`src/rtl/vbr_pkg.sv`:
```
package vbr_pkg;

    localparam int FIELD_BITS = 4;
    localparam int SEL_BITS   = $clog2(FIELD_BITS);

    // mode bits captured at start
    typedef struct packed {
        logic all_m;
        logic sz;
        logic snz;
        logic vlset;
        logic vli;
        logic vsb;
        logic scalar;
        logic bo_force;
        logic bo_sense;
    } vbr_mode_t;

    // per-element outcome
    typedef struct packed {
        logic skip;
        logic pass;
    } vbr_elem_t;

    function automatic logic elem_pass(logic tbit, logic force_pass, logic sense);
        return force_pass | (tbit == sense);
    endfunction

endpackage

```
`src/rtl/vbr_crfile.sv`:
```
module vbr_crfile #(
    parameter int NFIELD = 128,
    parameter int FW     = $clog2(NFIELD)
) (
    input  logic                            clk,
    input  logic                            rst,
    input  logic                            wr_en,
    input  logic [FW-1:0]                   wr_idx,
    input  logic [vbr_pkg::FIELD_BITS-1:0]  wr_data,
    input  logic [FW-1:0]                   rd_idx,
    output logic [vbr_pkg::FIELD_BITS-1:0]  rd_data
);
    logic [vbr_pkg::FIELD_BITS-1:0] mem [NFIELD];

    always_ff @(posedge clk) begin
        if (rst) begin
            for (int i = 0; i < NFIELD; i++) mem[i] <= '0;
        end else if (wr_en) begin
            mem[wr_idx] <= wr_data;
        end
    end

    assign rd_data = mem[rd_idx];

    AST_WRITE_LANDS: assert property (@(posedge clk) disable iff (rst)
        wr_en |=> mem[$past(wr_idx)] == $past(wr_data))
        else $error("write not stored");
endmodule

```
`src/rtl/vbr_elem_test.sv`:
```
module vbr_elem_test
    import vbr_pkg::*;
(
    input  logic [FIELD_BITS-1:0] field,
    input  logic [SEL_BITS-1:0]   bit_sel,
    input  logic                  pred,
    input  vbr_mode_t             mode,
    output vbr_elem_t             res
);
    logic tbit;

    always_comb begin
        tbit     = pred ? field[bit_sel] : mode.snz;
        res.skip = ~pred & ~mode.sz;
        res.pass = elem_pass(tbit, mode.bo_force, mode.bo_sense);
    end

    always_comb begin
        if (!pred && mode.sz && !mode.bo_force)
            AST_SUBST_BIT: assert (res.pass == (mode.snz == mode.bo_sense))
                else $error("substitute bit not used");
    end
endmodule

```
`src/rtl/vbr_reduce.sv`:
```
module vbr_reduce
    import vbr_pkg::*;
#(
    parameter int MAXVL  = 64,
    parameter int NFIELD = 128,
    parameter int VLW    = $clog2(MAXVL + 1),
    parameter int FW     = $clog2(NFIELD)
) (
    input  logic                  clk,
    input  logic                  rst,
    input  logic                  start,
    input  logic [VLW-1:0]        vl,
    input  logic [MAXVL-1:0]      pmask,
    input  logic [FW-1:0]         base_field,
    input  logic [1:0]            bit_sel,
    input  logic                  bo_force,
    input  logic                  bo_sense,
    input  logic                  m_all,
    input  logic                  m_sz,
    input  logic                  m_snz,
    input  logic                  m_vlset,
    input  logic                  m_vli,
    input  logic                  m_vsb,
    input  logic                  m_scalar,
    input  logic                  wr_en,
    input  logic [FW-1:0]         wr_idx,
    input  logic [FIELD_BITS-1:0] wr_data,
    output logic                  busy,
    output logic                  done,
    output logic                  cond_ok,
    output logic [VLW-1:0]        vl_new,
    output logic                  vl_new_valid,
    output logic [VLW-1:0]        tested_cnt
);
    localparam int SW = $clog2(MAXVL);

    vbr_mode_t             mode_in, mode_q;
    logic                  busy_q, done_q, cond_q, vl_valid_q, acc_q;
    logic [VLW-1:0]        vl_q, cnt_q, vl_new_q, vl_clamped;
    logic [SW-1:0]         step_q;
    logic [MAXVL-1:0]      pmask_q;
    logic [FW-1:0]         base_q, field_idx;
    logic [SEL_BITS-1:0]   bsel_q;
    logic [FIELD_BITS-1:0] field;
    vbr_elem_t             er;
    logic                  acc_nx, hit, stop_early, last, finish;

    always_comb begin
        mode_in = '{all_m: m_all, sz: m_sz, snz: m_snz, vlset: m_vlset,
                    vli: m_vli, vsb: m_vsb, scalar: m_scalar,
                    bo_force: bo_force, bo_sense: bo_sense};
        vl_clamped = (vl > VLW'(MAXVL)) ? VLW'(MAXVL) : vl;
    end

    // field index: advances with the step unless scalar
    assign field_idx = mode_q.scalar ? base_q : base_q + FW'(step_q);

    vbr_crfile #(.NFIELD(NFIELD), .FW(FW)) u_crf (
        .clk(clk), .rst(rst), .wr_en(wr_en), .wr_idx(wr_idx), .wr_data(wr_data),
        .rd_idx(field_idx), .rd_data(field)
    );

    vbr_elem_test u_et (
        .field(field), .bit_sel(bsel_q), .pred(pmask_q[step_q]),
        .mode(mode_q), .res(er)
    );

    always_comb begin
        if (er.skip)          acc_nx = acc_q;
        else if (mode_q.all_m) acc_nx = acc_q & er.pass;
        else                  acc_nx = acc_q | er.pass;
        hit        = ~er.skip & mode_q.vlset & (er.pass == mode_q.vsb);
        stop_early = ~er.skip & ((mode_q.all_m ? ~er.pass : er.pass) | mode_q.scalar);
        last       = (VLW'(step_q) + VLW'(1)) == vl_q;
        finish     = hit | stop_early | last;
    end

    always_ff @(posedge clk) begin
        if (rst) begin
            busy_q <= 1'b0; done_q <= 1'b0; cond_q <= 1'b0; vl_valid_q <= 1'b0;
            vl_new_q <= '0; cnt_q <= '0; acc_q <= 1'b0; step_q <= '0;
            vl_q <= '0; pmask_q <= '0; base_q <= '0; bsel_q <= '0; mode_q <= '0;
        end else begin
            done_q <= 1'b0;
            if (!busy_q) begin
                if (start) begin
                    mode_q     <= mode_in;
                    vl_q       <= vl_clamped;
                    pmask_q    <= pmask;
                    base_q     <= base_field;
                    bsel_q     <= bit_sel;
                    step_q     <= '0;
                    cnt_q      <= '0;
                    vl_valid_q <= 1'b0;
                    vl_new_q   <= '0;
                    acc_q      <= m_all;
                    if (vl_clamped == '0) begin
                        done_q <= 1'b1;
                        cond_q <= m_all;
                    end else begin
                        busy_q <= 1'b1;
                    end
                end
            end else begin
                acc_q <= acc_nx;
                if (!er.skip) cnt_q <= cnt_q + VLW'(1);
                if (finish) begin
                    busy_q <= 1'b0;
                    done_q <= 1'b1;
                    cond_q <= acc_nx;
                    if (hit) begin
                        vl_valid_q <= 1'b1;
                        vl_new_q   <= mode_q.vli ? VLW'(step_q) + VLW'(1) : VLW'(step_q);
                    end
                end else begin
                    step_q <= step_q + SW'(1);
                end
            end
        end
    end

    assign busy         = busy_q;
    assign done         = done_q;
    assign cond_ok      = cond_q;
    assign vl_new       = vl_new_q;
    assign vl_new_valid = vl_valid_q;
    assign tested_cnt   = cnt_q;

    AST_DONE_PULSE: assert property (@(posedge clk) disable iff (rst)
        done |=> !done)
        else $error("done longer than one cycle");
    AST_START_IGNORED_BUSY: assert property (@(posedge clk) disable iff (rst)
        busy && start |=> $stable(vl_q) && $stable(base_q) && $stable(pmask_q))
        else $error("start accepted while busy");
    AST_VL0_RESULT: assert property (@(posedge clk) disable iff (rst)
        done && vl_q == '0 |-> cond_ok == mode_q.all_m && !vl_new_valid)
        else $error("empty vector result wrong");
    AST_CNT_BOUND: assert property (@(posedge clk) disable iff (rst)
        done |-> tested_cnt <= vl_q)
        else $error("tested count exceeds length");
    AST_SKIP_NOCOUNT: assert property (@(posedge clk) disable iff (rst)
        busy && er.skip |=> tested_cnt == $past(tested_cnt))
        else $error("skipped element counted");
    AST_SCALAR_SINGLE: assert property (@(posedge clk) disable iff (rst)
        done && mode_q.scalar |-> tested_cnt <= VLW'(1))
        else $error("scalar walk tested more than one");
    AST_VLNEW_BOUND: assert property (@(posedge clk) disable iff (rst)
        vl_new_valid |-> vl_new <= vl_q)
        else $error("truncated length too large");
endmodule

```
`config.mk`:
```
export PLATFORM = sky130hd
export DESIGN_NAME = vbr_reduce
export DESIGN_NICKNAME = d
export VERILOG_FILES = /design/src/rtl/vbr_pkg.sv /design/src/rtl/vbr_crfile.sv /design/src/rtl/vbr_elem_test.sv /design/src/rtl/vbr_reduce.sv
export SDC_FILE = /design/constraint.sdc
export NUM_CORES = 1
export LEC_CHECK = 0
export BUFFER_PORTS_ARGS = -buffer_cell sky130_fd_sc_hd__buf_4
export CORE_ASPECT_RATIO = 1.25
export CORE_MARGIN = 2
export CORE_UTILIZATION = 30
export CTS_BUF_LIST = sky130_fd_sc_hd__clkbuf_8
export DETAILED_ROUTE_END_ITERATION = 16
export GPL_ROUTABILITY_DRIVEN = 0
export MAX_ROUTING_LAYER = met4
export PLACE_DENSITY = 0.53
export SETUP_SLACK_MARGIN = 0.4
export SLEW_MARGIN = 30
export SYNTH_ARGS = -nofsm -noshare
export SYNTH_HDL_FRONTEND = slang
export SYNTH_SLANG_ARGS = --single-unit
```
`constraint.sdc`:
```
create_clock -name clk -period 11.4 [get_ports clk]
set_clock_uncertainty 0.1 [all_clocks]
set_input_delay 0.57 -clock clk [delete_from_list [all_inputs] [get_ports clk]]
set_output_delay 0.57 -clock clk [all_outputs]
set_load 0.05 [all_outputs]
```
==> impl_results.md, run 1 <==
- Hold Crit Depth: 3
- Vias: 25.44k
- # port buffers: 121
- Tot GR Track Use: 19.44%
- Placeable Area: 108100 um2
- Detailed Route Iter0 Violations: 2225
- LEAKAGE: 14.66 nW
- HP Start: start
- Syn. warnings: 0
- Worst skew pair latency: 0.77 ns
- Max-cap violations: 0
- Synthesized area per cell: 10.32 um2
- First-pass GRT wire length: 161.4 mm
- Sw frac: 29.70%
- Worst Path Arrival: 7.40 ns
- Worst reg2reg endpoint: vl_new[6]$_SDFFE_PP0P_
- NetSw: 1.647 mW
- Die Wd: 298.9 um
- Reg clk slew, reported paths: 0.06 ns
- Reg2Reg Setup Slack: 4.58 ns
- Area delta synth->final: 13.89%
- Drt total wl: 108.2 mm
- Worst setup margin: 4.584 ns
- Predominant post-synthesis flop cell: edfxtp_1
- HP Class: input pin to flip-flop
- Clock Tree Buf Depth: 3
- RR Startpoint: base_q[0]$_SDFFE_PP0P_
- Drt wl/cell: 23.00 um
- Tcrit/Tclk final: 59.79%
- Root Driver: clkbuf_8
- R2R depth: 18
- Io pins: 122
- Max Fclk: 146.7 MHz
- CP required: 11.99 ns
- Number of gates resized after CTS: 0
- Num rows: 135
- Async set-reset flop share out of synthesis: 0%
- Pre-Repair DR Iteration Count: 6
- Chip Height: 372.7 um
- DP Area: 34300 um2
- Vias in the first global route: 25.29k
- Final setup TNS: 0 ns
- Grt ovf: 0
- Total clock sinks: 626
- CP Max Fanout: 53
- CTS Buf Count: 104
- Initial Utilization: 30.17%
- FF+latch count, synth: 626
- Syn nets: 3275
- Clock Power Share: 34.7%
- H-tree Lvls: 3
- Pin count of the biggest net entering global routing: 100
- Slew HR: 37.09%
- Nets@finish: 3296
- Number of synthesized flops with an enable pin: 512
- RSZ-0062 raised after global routing: false
- DRC viols: 0
- Logic pwr share: 17.5%
- WHS Endpoint: acc_q$_SDFFE_PP0P_
- Pwr/cell area: 149.2 nW/um2
- Mapped cell area: 32620 um2
- Critical path launch point type: flip-flop
- Internal: 3.897 mW
- CTS tree: built
- Layout cells sized above 1: 14.24%
- Pre-CTS setup slack: 4.718 ns
- Die area: 111400 um2
- Initial antenna violation count: 3
- Most common cell after layout, fill and taps aside: nand2_1
- Sequential share of the synthesized area: 54.13%
- Max Slew Vio Count: 0
- Post-route design area: 37150 um2
- CP Capture Type: flip-flop
- Outcome: finished clean
- Max VDD drop: 82.80 uV
- Final HPWL DP: 63.98 mm
- Final cell count without fillers: 4707
- Flop pwr share: 47.8%
- Commonest non-fill, non-tap cells in the layout: nand2_1 (605), edfxtp_1 (512), and3_1 (465), a21oi_1 (273), buf_4 (171)
- Min Tclk post-route: 6.816 ns
- Cells after DPL: 4426
- Post-route ant nets: 0
- # setup viols final: 0
- Hold Violations, Final: 0
- Setup CP Type: flip-flop to flip-flop
- Vias per cell: 5.405
- Post-synth cell types: 88
- Mapped Cells: 3162
- Worst-Margin Slew: 0.9436 ns
how the worst max path moves through the flow:
stage                                 from                endpoint  slack [ns]
floorplan           base_q[1]$_SDFFE_PP0P_  step_q[0]$_SDFFE_PP0P_        6.56
global placement    base_q[0]$_SDFFE_PP0P_  vl_new[6]$_SDFFE_PP0P_        4.53
detailed placement  base_q[0]$_SDFFE_PP0P_  vl_new[6]$_SDFFE_PP0P_        4.72
CTS                 base_q[0]$_SDFFE_PP0P_  vl_new[6]$_SDFFE_PP0P_        4.69
finish              base_q[0]$_SDFFE_PP0P_  vl_new[6]$_SDFFE_PP0P_        4.58
global route        base_q[0]$_SDFFE_PP0P_  vl_new[6]$_SDFFE_PP0P_        4.42
cell families (layout without fill, tap and decap cells):
logic type | after synthesis | in the layout | synth area share, %
muxes | 98 | 98 | 6.118
AOI/OAI and AO/OA | 619 | 619 | 11.81
adders and majority gates | 9 | 9 | 0.3683
other | 0 | 4 | 0
xor gates and xnor gates | 12 | 12 | 0.3222
DFF | 626 | 626 | 54.13
buffers and inverters | 365 | 468 | 5.144
and+or+nand+nor | 1433 | 1433 | 22.11
power groups by stage:
stage | Sequential [mW] | Clock [mW] | Combinational (mW)
6_report | 2.65 | 1.93 | 0.970
2_1_floorplan | 2.67 | 0 | 0.636
4_1_cts | 2.65 | 1.97 | 0.963
5_1_grt | 2.66 | 2.05 | 1.03
3_5_place_dp | 2.69 | 0 | 0.936
3_3_place_gp | 2.69 | 0 | 0.932
cell type report:
type	count	area, um2
antenna	4	10.01
clock buffer	111	1528
clock inverter	77	414.1
fill	10780	70960
inverter	15	61.31
multi-input combinational	2171	13440
sequential	626	17660
tap	1438	1799
timing repair buffer	265	2231
sequential cells by signal, summed over array words and instances (netlist names):
name	count
pmask_q	64
acc_q	1
base_q	7
step_q	6
vl_new	7
bsel_q	2
tested_cnt	7
mode_q	9
vl_new_valid	1
u_crf.mem	512
cond_ok	1
done	1
busy	1
vl_q	7
critical path: stages, from the launching register on:
cell and delay [ns]:
dfxtp_2 0.72, ha_2 0.33, inv_1 0.06, fa_2 0.64
nor2b_2 0.27, nor2_4 0.50, buf_4 0.75, mux4_2 0.59
mux2i_1 0.22, nor3_1 0.14, or4_1 0.52, o31a_1 0.13
o311ai_0 0.10, o211a_1 0.33, o21ai_0 0.19, a21o_1 0.21
a21oi_2 0.42, mux2_2 0.39, nor2_1 0.09
routing by layer:
layer	vias up	track usage [%]	part of all wire, %
met5	-	-	0
met4	0	8.557	4.2
met3	247	2.451	6.1
met2	1010	32.87	50
met1	12540	23.17	40
li1	11640	-	-
what timing repair did:
item                      4_1_cts  5_1_grt
setup buffers                   0        0
hold buffers                   89        0
hold endpoints to repair       89        0
cells in the mapped netlist, drive strengths merged, types with 55 or more instances:
| library cell | number | area [um2] |
|---|---|---|
| a211oi | 82 | 625.6 |
| a21oi | 274 | 1375 |
| and2 | 74 | 465.5 |
| and3 | 467 | 2922 |
| buf | 104 | 696.9 |
| clkbuf | 246 | 924.6 |
| dfxtp | 114 | 2282 |
| edfxtp | 512 | 15370 |
| mux4 | 77 | 1757 |
| nand2 | 606 | 2277 |
| nand3 | 55 | 275.3 |
| nor2 | 74 | 285.3 |
| o21ai | 85 | 425.4 |
stage by stage:
| stage | util, % | hold WS, ns | power [mW] |
|---|---|---|---|
| 2_1_floorplan | - | 0.3312 | 3.303 |
| 3_3_place_gp | 31.72 | 0.3401 | 3.625 |
| 3_5_place_dp | 31.73 | 0.3451 | 3.630 |
| 4_1_cts | 34.35 | 0.03090 | 5.581 |
| 5_1_grt | 34.36 | 0.08586 | 5.744 |
| 6_report | 34.36 | 0.08907 | 5.544 |
(Power assumes the default switching activity.)
==> run 2: changes to the inputs <==
- ABC_AREA: not set -> 1
- clock period: 11.4 -> 6.6 ns (I/O delays scaled with it)
==> run 2 against run 1 <==
Non-clock buffer count down 2; synthesized cell count up 8.5%; design area down 7.0%; first-iteration DRC count down 18%; critical path depth up 6; utilization up 0.98 points; flip-flop and latch count unchanged; clock power up 66%; power up 76%; worst setup slack worse by 3.6 ns; cell count up 5.2%; fmax up 22%; largest cell class unchanged; highest routed layer unchanged.
==> impl_results.md, run 2 <==
- LEAKAGE: 13.75 nW (-6.2%)
- Cells after DPL: 4659 (+5.3%)
- Hold Violations, Final: 0 (unchanged)
- FF+latch count, synth: 626 (unchanged)
- Largest register FFs: 512 (unchanged)
- Final HPWL DP: 56.18 mm (-12%)
- Layout cells sized above 1: 9.216% (-5.0 points)
- Total clock sinks: 626 (unchanged)
- Reg2Reg Setup Slack: 1.03 ns (-3.55 ns)
- Die area: 101400 um2 (-9.0%)
- Syn. warnings: 0 (unchanged)
- Max incr delay on CP: 0.63 ns (-0.12 ns)
- Post-route ant nets: 0 (unchanged)
- Async set-reset flop share out of synthesis: 0% (unchanged)
- Final setup TNS: 0 ns (unchanged)
- Post-route design area: 34530 um2 (-7.0%)
- Commonest non-fill, non-tap cells in the layout: nand2_1 (978), nor2_1 (721), edfxtp_1 (512), nand3_1 (507), buf_4 (154)
- CP startpoint: step_q[1]$_SDFFE_PP0P_
- Chip Height: 355.6 um (-4.6%)
- Setup CP Type: flip-flop to flip-flop
- Syn nets: 3545 (+8.2%)
- Vias: 24.40k (-4.1%)
- # port buffers: 121 (unchanged)
- Pin count of the biggest net entering global routing: 113 (+13%)
- Max Fclk: 179.6 MHz (+22%)
- Cell mode on critical path: nand3_1
- Leading registers by flop count: u_crf.mem: 512 flops, pmask_q: 64 flops, mode_q: 9 flops
- Pwr/cell area: 282.8 nW/um2 (+89%)
- # setup viols final: 0 (unchanged)
- Pre-Repair DR Iteration Count: 5 (-1)
- Synthesized area per cell: 8.642 um2 (-16%)
- Tcrit/Tclk final: 84.35% (+25 points)
- First-pass GRT wire length: 140.5 mm (-13%)
- Post-synth top area cell: edfxtp_1
- Min Tclk post-route: 5.567 ns (-1.249 ns)
- Max VDD drop: 139.0 uV (+68%)
- Tot GR Track Use: 18.35% (-1.1 points)
- CTS tree: built
- Predominant post-synthesis flop cell: edfxtp_1
- CP endpoint: busy$_SDFF_PP0_
- Worst setup margin: 1.033 ns (-3.551 ns)
- H-tree Lvls: 3 (unchanged)
- CP Max Fanout: 52 (-1.9%)
- Die Wd: 285.2 um (-4.6%)
- R2R depth: 24 (+6)
- Met3 wire len: 4.876 mm (-26%)
- Post-synth cell types: 38 (-57%)
- DP Area: 31640 um2 (-7.7%)
- Final cell count without fillers: 4950 (+5.2%)
- Number of synthesized flops with an enable pin: 512 (unchanged)
- Reg clk slew, reported paths: 0.06 ns (about the same)
- Post-synth top area share: 51.83% (+4.7 points)
- Critical path, cell by cell: buf_4, inv_1, fa_1, o21ai_4, buf_12, nand3_1, nand3_1, nand2_1, nand2_1, nand3_1, nand3_1, nand3_1, nand3_1, nand3_1, nand3_1, nand3_1, nand2_2, nand3_1, nand3_2, nand2_1, inv_2, nand3_4, a21oi_1, dlygate4sd3_1
- Worst reg2reg endpoint: busy$_SDFF_PP0_
- Top Layer Used: met4
- Pre-CTS setup slack: 1.461 ns (-3.257 ns)
- Worst-Margin Slew: 0.9969 ns (+0.05326 ns)
- Drt wl/cell: 18.50 um (-20%)
- Detailed Route Iter0 Violations: 1825 (-18%)
- Most common cell after layout, fill and taps aside: nand2_1
- CTS Buf Count: 101 (-2.9%)
- Mapped cell area: 29660 um2 (-9.1%)
- CP max stage cell: o21ai_4
- Root Driver: clkbuf_8
- RSZ-0062 raised after global routing: false
- Clock Tree Buf Depth: 3 (unchanged)
- Max-cap violations: 0 (unchanged)
- Nets@finish: 3674 (+11%)
- Drt total wl: 91.58 mm (-15%)
- Slew HR: 33.30% (-3.8 points)
- Initial antenna violation count: 4 (+1)
- Outcome: finished clean
- Critical path launch point type: flip-flop
- Count leader, synth: nand2_1
- Io pins: 122 (unchanged)
- DRC viols: 0 (unchanged)
- Num rows: 128 (-5.2%)
- Initial Utilization: 30.36% (+0.19 points)
- CP Capture Type: flip-flop
- Synth area leaders: edfxtp_1 (52%), nand2_1 (12%), nor2_1 (9.1%)
- Total Power: 9.765 mW (+76%)
- HP Class: input pin to flip-flop
- Mapped Cells: 3432 (+8.5%)
- Vias in the first global route: 24.27k (-4.0%)
- Max Slew Vio Count: 0 (unchanged)
- Sequential share of the synthesized area: 59.53% (+5.4 points)
- Most common library cells after synthesis: nand2_1 (982), nor2_1 (723), edfxtp_1 (512), nand3_1 (507), clkbuf_1 (142)
- Biggest register: u_crf.mem
- Worst skew pair latency: 0.74 ns (-0.03 ns)
- Grt ovf: 0 (unchanged)
- Vias per cell: 4.929 (-8.8%)
- CP required: 7.19 ns (-4.80 ns)
- WL met2: 46.04 mm (-15%)
- Area delta synth->final: 16.42%
- Placeable Area: 97690 um2 (-9.6%)
- Worst Path Arrival: 6.16 ns (-1.24 ns)
- WL met1: 38.23 mm (-12%)
- RR Startpoint: step_q[1]$_SDFFE_PP0P_
[run 2: changes by cell type after synthesis, sizes merged, moves of 52 or more]
cell	delta
mux4	-77
clkbuf	-104
a211oi	-82
o21ai	+52
a21oi	-230
nand2	+381
nand3	+454
and3	-467
and2	-74
inv	+66
nor2	+649
[run 2: cell families (layout without fill, tap and decap cells)]
kind of cell,count (synthesis),in the layout,share of synthesized area [%]
AOI/OAI and AO/OA,213,213,3.872
xor gates and xnor gates,7,7,0.2067
adders and majority gates,9,9,0.4050
buffers and inverters,318,532,4.822
DFF,626,626,59.53
other,0,4,0
and+or+nand+nor,2259,2259,31.17
[run 2: worst min path at each step]
stage / start / endpoint / slack (ns) / depth (start not counted)
after floorplan: rst / step_q[5]$_SDFFE_PP0P_ / 0.30 / 1
after global placement: base_q[6]$_SDFFE_PP0P_ / base_q[6]$_SDFFE_PP0P_ / 0.37 / 2
after detailed placement: mode_q[3]$_SDFFE_PP0P_ / mode_q[3]$_SDFFE_PP0P_ / 0.37 / 2
after CTS: wr_idx[1] / u_crf.mem[110][2]$_SDFFCE_PN0P_ / 0.02 / 3
after global routing: wr_idx[1] / u_crf.mem[107][3]$_SDFFCE_PN0P_ / 0.07 / 3
final: wr_data[0] / u_crf.mem[26][0]$_SDFFCE_PN0P_ / 0.06 / 3
[run 2: layer usage]
layer | GRT usage, % | vias to the layer above
li1 | - | 11750
met1 | 22.09 | 11750
met2 | 31.66 | 759
met3 | 2.234 | 139
met4 | 6.419 | 0
met5 | - | -
[run 2: power by group]
| group | internal (mW) | switching (mW) | leakage [nW] |
|---|---|---|---|
| clock network | 1.58 | 1.62 | 1.10 |
| logic | 0.591 | 1.41 | 6.85 |
| registers | 4.48 | 0.0846 | 5.80 |
| total | 6.66 | 3.11 | 13.8 |
[run 2: cell type report]
type	count	area, um2
inverter	81	324.1
clock buffer	107	1473
antenna	4	10.01
clock inverter	81	415.4
fill	10180	63160
timing repair buffer	263	2337
sequential	626	17660
multi-input combinational	2488	10690
tap	1300	1627
[run 2: timing repair]
| item | 4_1_cts | 5_1_grt |
|---|---|---|
| endpoints found under the setup margin | 0 | 0 |
| hold endpoints to repair | 112 | 0 |
| setup buffers | 0 | 0 |
| gates resized for setup | 0 | 0 |
| hold buffers | 99 | 0 |
[run 2: worst max-delay path, delay by kind of cell (launching register included)]
kind	cells	cell delay (ns)
AOI/OAI and AO/OA	2	0.79
adders and majority gates	1	0.57
buffers and inverters	5	1.79
DFF	1	0.30
and+or+nand+nor	16	1.87
[run 2: through the flow]
| step | hold WS, ns | utilization [%] |
|---|---|---|
| 2_1_floorplan | 0.2991 | - |
| 3_3_place_gp | 0.3673 | 32.35 |
| 3_5_place_dp | 0.3665 | 32.39 |
| 4_1_cts | 0.01606 | 35.33 |
| 5_1_grt | 0.07072 | 35.34 |
| 6_report | 0.06341 | 35.35 |
==> run 3: changes to the inputs <==
- ABC_AREA: 1 -> 0
- PLACE_DENSITY: 0.53 -> 0.54
- clock period: 6.6 -> 4.9 ns (I/O delays scaled with it)
==> run 3 against run 2 <==
Flip-flop and latch count unchanged; sequential power up 35%; first-iteration DRC count rose by 20%; largest power group unchanged.
==> impl_results.md, run 3 (same netlist as run 1, synthesis figures left out) <==
- Outcome: finished clean
- Tot GR Track Use: 20.18% (+1.8 points)
- DRC viols: 0 (unchanged)
- # setup viols final: 0 (unchanged)
- Hold Violations, Final: 0 (unchanged)
- Initial antenna violation count: 5 (+1)
- Worst hold slack: 0.07483 ns (+0.01142 ns)
- Vias in the first global route: 26.59k (+9.6%)
- Delay-heaviest family, CP: simple AND/OR/NAND/NOR gates
- Min Tclk post-route: 4.897 ns (-0.6696 ns)
- CP Max Fanout: 73 (+40%)
- Most common cell after layout, fill and taps aside: nand2_1
- R2R depth: 21 (-13%)
- Worst reg2reg endpoint: vl_new[4]$_SDFFE_PP0P_
- Max-cap violations: 0 (unchanged)
- Area delta synth->final: 23.07%
- Setup CP Type: flip-flop to flip-flop
- Chip Height: 372.7 um (+4.8%)
- Pin count of the biggest net entering global routing: 94 (-17%)
- Critical path depth in cells: 21 (-13%)
- Leading registers by flop count: u_crf.mem: 512 flops, pmask_q: 64 flops, mode_q: 9 flops
- H-tree Lvls: 3 (unchanged)
- CP startpoint: base_q[0]$_SDFFE_PP0P_
- Worst path bufs/invs: 7 (+2)
- Max Fclk: 204.2 MHz (+14%)
- Max Slew Vio Count: 0 (unchanged)
- Largest register FFs: 512 (unchanged)
- Total clock sinks: 626 (unchanged)
- CP Capture Type: flip-flop
- CP max stage cell: or4_4
- Worst Path Arrival: 5.44 ns (-0.72 ns)
- Cell mode on critical path: buf_4
- Pwr/cell area: 343.5 nW/um2 (+21%)
- Detailed Route Iter0 Violations: 2185 (+20%)
- First-pass GRT wire length: 168.2 mm (+20%)
- CTS Buf Count: 100 (-0.99%)
- Layout cells sized above 1: 19.97% (+11 points)
- Vias: 26.29k (+7.7%)
- Max VDD drop: 213.1 uV (+53%)
- Root Driver: clkbuf_8
- Die area: 111400 um2 (+9.8%)
- Io pins: 122 (unchanged)
- Worst-Margin Slew: 0.9428 ns (-0.05401 ns)
- Fin util: 37.13% (+1.8 points)
- Grt ovf: 0 (unchanged)
- Reg2Reg Setup Slack: 0.003 ns (-1.03 ns)
- CP required: 5.45 ns (-1.74 ns)
- Slew HR: 37.14% (+3.8 points)
- Placeable Area: 108100 um2 (+11%)
- Commonest non-fill, non-tap cells in the layout: nand2_1 (603), edfxtp_1 (512), and3_1 (463), buf_4 (303), a21oi_1 (266)
- Critical path launch point type: flip-flop
- CTS tree: built
- Post-route ant nets: 0 (unchanged)
- Worst skew pair latency: 0.78 ns (+0.04 ns)
- Critical path, cell by cell: buf_4, buf_8, mux2i_4, buf_12, buf_4, nand2_1, nor3_1, a211oi_1, buf_4, o21ai_1, nand4_1, a211o_1, o2111a_1, and3_4, or4_4, buf_6, a21o_1, a21oi_4, buf_6, nand3b_1, a21oi_2
- LEAKAGE: 16.12 nW (+17%)
- Clock Tree Buf Depth: 3 (unchanged)
- Drt total wl: 111.4 mm (+22%)
- # port buffers: 121 (unchanged)
- CP endpoint: vl_new[4]$_SDFFE_PP0P_
- Pre-Repair DR Iteration Count: 7 (+2)
- Fill cells: 10.64k (+4.5%)
- RSZ-0062 raised after global routing: true
- Reg clk slew, reported paths: 0.07 ns (about the same)
- Die Wd: 298.9 um (+4.8%)
- HP Class: input pin to flip-flop
- RR Startpoint: base_q[0]$_SDFFE_PP0P_
- Nets@finish: 3535 (-3.8%)
- Num rows: 135 (+5.5%)
- Max incr delay on CP: 0.50 ns (-0.13 ns)
- Final HPWL DP: 68.38 mm (+22%)
- Biggest register: u_crf.mem
- Vias per cell: 5.312 (+7.8%)
- Tcrit/Tclk final: 99.95% (+16 points)
- Initial Utilization: 30.17% (-0.19 points)
- Drt wl/cell: 22.51 um (+22%)
-- run 3: layer usage --
layer	global-route usage [%]	share of wire, %
met5	-	0
met4	9.066	4.1
met3	2.858	6.1
met2	34.01	50
met1	23.87	40
-- run 3: worst min-delay path by stage --
stage,from,endpoint,cells after the start
3_3_place_gp,pmask_q[46]$_SDFFE_PP0P_,pmask_q[46]$_SDFFE_PP0P_,2
6_report,wr_data[3],u_crf.mem[127][3]$_SDFFCE_PN0P_,2
2_1_floorplan,m_sz,mode_q[7]$_SDFFE_PP0P_,2
4_1_cts,wr_data[3],u_crf.mem[49][3]$_SDFFCE_PN0P_,2
5_1_grt,wr_data[3],u_crf.mem[55][3]$_SDFFCE_PN0P_,2
3_5_place_dp,pmask_q[46]$_SDFFE_PP0P_,pmask_q[46]$_SDFFE_PP0P_,2
-- run 3: final cells by class --
type	count	area [um2]	area share [%]
sequential	626	17660	44.00
antenna	6	15.01	0.03740
multi-input combinational	2171	13740	34.22
clock buffer	106	1459	3.634
timing repair buffer	508	4795	11.94
inverter	15	60.06	0.1496
tap	1438	1799	4.482
clock inverter	79	615.6	1.533
-- run 3: through the flow --
stage                     instance area [um2]  instances  power [mW]  setup slack, ns  setup TNS (ns)
after floorplan                         32660       3162       7.693           0.4000               0
after global routing                    40140       4948       14.30         -0.08442         -0.6954
final                                   40140       4949       13.79         0.002578               0
after CTS                               39940       4939       13.81           0.1282               0
after detailed placement                35760       4576       8.754          -0.3441          -4.513
after global placement                  35760       4576       8.739          -0.2646          -3.093
-- run 3: timing repair --
action,4_1_cts,5_1_grt
endpoints found under the setup margin,18,18
gates cloned,4,1
pin swaps,43,27
hold buffers,152,0
buffers inserted,22,2
resized for setup,73,31
endpoints found under the hold margin,127,0
-- run 3: power by group --
group / switching [mW] / internal (mW) / leakage (nW)
logic: 1.64 / 1.19 / 9.18
clock network: 2.26 / 2.54 / 1.15
registers: 0.140 / 6.02 / 5.80
